===== config.mk =====
export PLATFORM = sky130hd
export DESIGN_NAME = sig_autocmp
export DESIGN_NICKNAME = d
export VERILOG_FILES = /design/src/rtl/sig_autocmp.sv
export SDC_FILE = /design/constraint.sdc
export NUM_CORES = 1
export LEC_CHECK = 0
export ABC_AREA = 1
export CORE_UTILIZATION = 41
export CTS_BUF_LIST = sky130_fd_sc_hd__clkbuf_4
export DETAILED_ROUTE_END_ITERATION = 10
export PLACE_DENSITY = 0.88
export SYNTH_ARGS = -nofsm -noshare
export SYNTH_HDL_FRONTEND = slang
export SYNTH_SLANG_ARGS = --single-unit

===== constraint.sdc =====
create_clock -name clk -period 2.6 [get_ports clk]
set_clock_uncertainty 0.1 [all_clocks]
set_input_delay 0.65 -clock clk [delete_from_list [all_inputs] [get_ports clk]]
set_output_delay 0.65 -clock clk [all_outputs]
set_load 0.05 [all_outputs]

===== src/rtl/sig_autocmp.sv =====
module sig_autocmp #(
  parameter int DW = 64
) (
  input  logic          clk,
  input  logic          rst_n,
  input  logic [1:0]    mode,
  input  logic          wr_en,
  input  logic [DW/8-1:0] wr_be,
  input  logic [DW-1:0] wr_data,
  input  logic          sector_done,
  input  logic [DW-1:0] sig_in,
  input  logic          en_fail,
  input  logic          en_underrun,
  input  logic          en_cc,
  output logic [DW-1:0] exp_q,
  output logic          fresh,
  output logic          dma_req,
  output logic          irq_fail,
  output logic          irq_underrun,
  output logic          irq_cc
);
  localparam int NB = DW / 8;
  localparam int HB = NB / 2;
  localparam logic [1:0] M_AUTO = 2'b10;
  localparam logic [1:0] M_SEMI = 2'b01;

  logic was_auto;
  wire  is_auto  = (mode == M_AUTO);
  wire  is_semi  = (mode == M_SEMI);
  wire  enter    = is_auto && !was_auto;
  wire  wr_ok    = wr_en && is_auto;
  wire  wr_hi    = wr_ok && (|wr_be[NB-1:HB]);
  wire  end_auto = sector_done && is_auto;

  logic [DW-1:0] exp_d;
  always_comb begin
    exp_d = exp_q;
    for (int k = 0; k < NB; k++)
      if (wr_ok && wr_be[k]) exp_d[8*k +: 8] = wr_data[8*k +: 8];
  end

  always_ff @(posedge clk) begin
    if (!rst_n) begin
      exp_q        <= '0;
      fresh        <= 1'b0;
      was_auto     <= 1'b0;
      dma_req      <= 1'b0;
      irq_fail     <= 1'b0;
      irq_underrun <= 1'b0;
      irq_cc       <= 1'b0;
    end else begin
      was_auto     <= is_auto;
      exp_q        <= exp_d;
      if (wr_hi)                 fresh <= 1'b1;
      else if (end_auto || enter) fresh <= 1'b0;
      dma_req      <= enter || end_auto;
      irq_fail     <= end_auto && fresh && en_fail && (sig_in != exp_q);
      irq_underrun <= end_auto && !fresh && en_underrun;
      irq_cc       <= sector_done && is_semi && en_cc;
    end
  end

  // a stale value never yields a fail
  a_r6_no_fail_when_stale: assert property (@(posedge clk) disable iff (!rst_n)
    (sector_done && !fresh) |=> !irq_fail);
  // a compare consumes the fresh flag
  a_r5_compare_clears: assert property (@(posedge clk) disable iff (!rst_n)
    (sector_done && mode == M_AUTO && !(wr_en && |wr_be[NB-1:HB])) |=> !fresh);
  // software modes leave the expected value alone
  a_r11_hold_outside_auto: assert property (@(posedge clk) disable iff (!rst_n)
    (mode != M_AUTO) |=> ($stable(exp_q) && $stable(fresh)));
  // interrupts are mutually exclusive
  a_r7_irq_exclusive: assert property (@(posedge clk) disable iff (!rst_n)
    $onehot0({irq_fail, irq_underrun, irq_cc}));
  // no reload request without auto mode
  a_r8_no_dma_soft: assert property (@(posedge clk) disable iff (!rst_n)
    (mode != M_AUTO) |=> !dma_req);
  // a sector end in auto mode requests a reload
  a_r4_dma_after_sector: assert property (@(posedge clk) disable iff (!rst_n)
    (sector_done && mode == M_AUTO) |=> dma_req);
endmodule


Yosys cells after proc, flatten, opt, wreduce, memory -nomap -nowiden
Index checks and enable logic that the tools add are counted.
W data, S select, Z words.
- flip-flop bits (word level): 70
- muxes and demuxes: 2
- reductions and logical operators: 24
- equal/unequal tests: 3
- operators by type and width (cell ; count):
    $ne A64 B64 Y1 ; 1
    $logic_and A1 B1 Y1 ; 19
    $reduce_or A4 Y1 ; 1
    $eq A2 B1 Y1 const B ; 1
    $eq A2 B2 Y1 const B ; 1
    $logic_not A1 Y1 ; 2
    $mux W1 ; 2
    $reduce_bool A2 Y1 ; 1
    $logic_or A1 B1 Y1 ; 1

Depth between registers and ports, before layout
- depth in word-level cells: 5
- mapped depth: 10
- gate-level depth less buffers: 10

Least setup slack after synthesis
Ideal clock, no wire load.
- path type: input to register
- from: input port mode[1]
- to: register exp_q[36]
- stages: 8
- slack: 1028 ps
- data arrival time: 1352 ps
- cell sequence: inv_2 -> nor2_2 -> nand2_1 -> inv_2 -> nand2_1 -> buf_2 -> o21ai_0 -> a21oi_1
- word-level cells in the longest chain between the ends: 3
- ends and longest elaborated chain (item ; line ; text):
    from (decl) ; 6 ; input logic [1:0] mode,
    $eq A2 B2 Y1 ; 28 ; wire is_auto = (mode == M_AUTO);
    $logic_and A1 B1 Y1 ; 31 ; wire wr_ok = wr_en && is_auto;
    $logic_and A1 B1 Y1 ; 39 ; if (wr_ok && wr_be[k]) exp_d[8*k +: 8] = wr_data[8*k +: 8];
    to (signal assigned) ; 53 ; exp_q <= exp_d;
    to (decl) ; 15 ; output logic [DW-1:0] exp_q,
Every way passes these cells.
A chain may end at the register's enable or synchronous reset.

Worst setup path in the final report
- from: register fresh
- to: output port fresh
- RTL lines (item ; line ; text):
    from (decl) ; 16 ; output logic fresh,
    from (signal assigned) ; 45 ; fresh <= 1'b0;
    from (signal assigned) ; 54 ; if (wr_hi) fresh <= 1'b1;
    from (signal assigned) ; 55 ; else if (end_auto || enter) fresh <= 1'b0;
No word-level cell between the ends.

==> summary.md <==
| Metric | Value |
|---|---|
| Tcrit/Tclk final | `95.0%` |
| Post-DR vias/cell | `4.94` |
| Synth cell types | `20` |
| Top post-synthesis cells by area | `dfxtp_1 41%, nand2_1 15%, xnor2_1 14%` |
| Largest net degree at the start of global routing | `38` |
| Count leader, synth | `nand2_1` |
| Yosys top cell area share | `40.8%` |
| Via count | `3898` |
| Netlist Area Pre-Place | `3430 um2` |
| GRT overflow | `0` |
| Total GRT Usage | `26.3%` |
| Clk_lat worst skew | `400 ps` |
| Post-synthesis sequential area ratio | `40.8%` |
| First-pass GRT wire length | `17700 um` |
| CP bufs+invs | `1` |
| Post-CTS setup buffers | `0` |
| Share of cells above drive strength 1 | `5.12%` |
| HP Class | `reg -> reg` |
| Yosys warnings | `0` |
| Post-route ant nets | `0` |
| Maximum vdd drop | `0.000188 V` |
| Layout Nets | `825` |
| Post-synth EDFFs | `0` |
| Clk sinks | `70` |
| Min Tclk post-route | `2470 ps` |
| Pre-antenna DRT Iters | `6` |
| TritonCTS clock tree | `done` |
| Syn avg cell area | `7.30 um2` |
| Number of buffers inserted by port buffering | `213` |
| Ant. Diodes | `0` |
| Crit path max-delay family | `buffers and inverters` |
| Routability cong. | `0.829` |
| RSZ-0062 raised after global routing | `no` |
| Initial antenna violation count | `0` |
| Async set or reset register ratio after synthesis | `0%` |
| Arr. time, crit path | `1720 ps` |
| Synthesized netlist net count | `615` |
| Drt total wl | `11200 um` |
| F_max | `0.405 GHz` |
| Total design power | `2.26 mW` |
| Row count | `33` |
| Commonest cells in the netlist | `139 x nand2_1, 70 x dfxtp_1, 65 x a21oi_1` |
| Min Hold Slack | `390 ps` |
| Io pins | `214` |
| Reg clk slew, reported paths | `100 ps` |
| Initial Util | `42.0%` |
| CTS Buf Count | `9` |
| DRC | `0` |
| Htree depth | `3` |
| Die area | `8740 um2` |
| Layout overhead on the synthesized area | `67.8%` |
| Seq cells post-synth | `70` |
| Max-Cap Viols | `0` |
| CP max stage cell | `clkdlybuf4s50_1` |
| Pwr dens | `393 nW/um2` |
| Startpoint Class | `flop` |
| Vias in the first global route | `3869` |
| Synth area leader | `dfxtp_1` |
| Leak | `2.01 nW` |
| Die width | `93.5 um` |
| Post-CTS Resized | `0` |
| Clock root cell | `clkbuf_4` |
| DR WL/cell | `14.2 um` |
| Clock Path Buffers | `2` |
| Cells after Synth | `470` |
| Critical path class | `reg -> out` |
| Top FF cell, synth | `dfxtp_1` |
| Crit Path Max Fanout | `4` |
| Fin. Hold Viols | `0` |
| CP endpoint kind | `output pin` |
| CP Cell Sequence | `clkdlybuf4s50_1` |
| Worst slew pin tran | `536 ps` |
| # setup viols final | `0` |
| HPWL after DPL | `9020 um` |
| Run status | `completed` |
| Relative slew margins | `64.2%` |
| Iter 0 DRT Violations | `133` |
| Pins Over Slew Limit | `0` |
| Die Height | `93.5 um` |
| CORE AREA | `8180 um2` |
| Max incr delay on CP | `860 ps` |
| Data required time of the worst path | `1850 ps` |
| TNS Setup | `0 ps` |
| Hold Buf Count CTS | `0` |
-- layout make-up --
class	instances	area [um2]
Fill cell	668	2410
Clock inverter	3	12.5
Multi-Input combinational cell	353	1820
Clock buffer	12	90.1
Tap cell	105	131
Timing Repair Buffer	220	2210
Sequential cell	70	1400
Inverter	26	97.6
-- flip-flops by register name, indices dropped and copies added (netlist names) --
register      flops
dma_req           1
exp_q            64
fresh             1
irq_cc            1
irq_fail          1
irq_underrun      1
was_auto          1
-- tightest hold or removal path: cells and delay by family, from the launching register on --
family	cells	cell delay (ps)
flip-flops	1	330
AO/OA/AOI/OAI	1	60
buffers and inverters	1	70
-- kinds of logic (layout without fill, tap and decap cells) --
logic type	Yosys count	after routing	synth area share, %
and+or+nand+nor	223	223	28.0
AOI/OAI and AO/OA	76	76	11.2
DFF	70	70	40.8
xor gates and xnor gates	54	54	13.8
buffers and inverters	47	261	6.20
-- power by group --
| part | switching [mW] | total [mW] | internal [mW] |
|---|---|---|---|
| Clock | 0.360 | 0.577 | 0.217 |
| Sequential | 0.0247 | 1.12 | 1.10 |
| Combinational | 0.252 | 0.563 | 0.311 |
| Total | 0.636 | 2.26 | 1.63 |
-- metal layers --
layer	vias to the layer above	routed length [um]	share of wire (%)	GRT usage, %
met5	-	0	0	0
met4	0	453	4.0	14.4
met3	35	735	6.6	5.77
met2	173	5810	52	49.6
met1	1759	4210	38	26.5
li1	1931	-	-	-
-- worst paths after layout --
kind	cells past startpoint	startpoint	slack, ps	end
worst max-delay path	1	fresh	130	fresh
worst min-delay path	2	exp_q[35]	390	exp_q[35]
worst max register to register	8	exp_q[55]	1210	irq_fail
worst min register to register	2	exp_q[35]	390	exp_q[35]
-- cell usage in the layout, fill, tap and decap left out --
cell type / Yosys / layout
a21oi_1: 65 / 65
nor2_2: 1 / 1
buf_4: 0 / 5
o21ai_0: 10 / 10
nand4_1: 1 / 1
xnor2_1: 54 / 54
nand2_2: 2 / 2
inv_1: 24 / 23
clkbuf_4: 0 / 12
and3_1: 1 / 1
nand3_1: 43 / 43
nand3_2: 9 / 9
buf_12: 0 / 2
nand2_1: 139 / 139
inv_2: 2 / 3
dfxtp_1: 70 / 70
nor3_1: 1 / 1
nor2_1: 26 / 26
o41ai_1: 1 / 1
clkinv_1: 0 / 2
clkinv_2: 0 / 1
clkdlybuf4s50_1: 0 / 213
-- metrics by stage --
stage / area [um2] / setup WS, ps / utilization (%) / instances
after global placement: 5660 / 210 / 69.2 / 774
after detailed placement: 5660 / 150 / 69.2 / 774
after floorplan: 3430 / 1030 / - / 470
after global routing: 5760 / 73.6 / 70.5 / 789
final: 5760 / 130 / 70.5 / 789
after CTS: 5760 / 119 / 70.5 / 789
No activity file was read; power rests on OpenSTA's default activity.
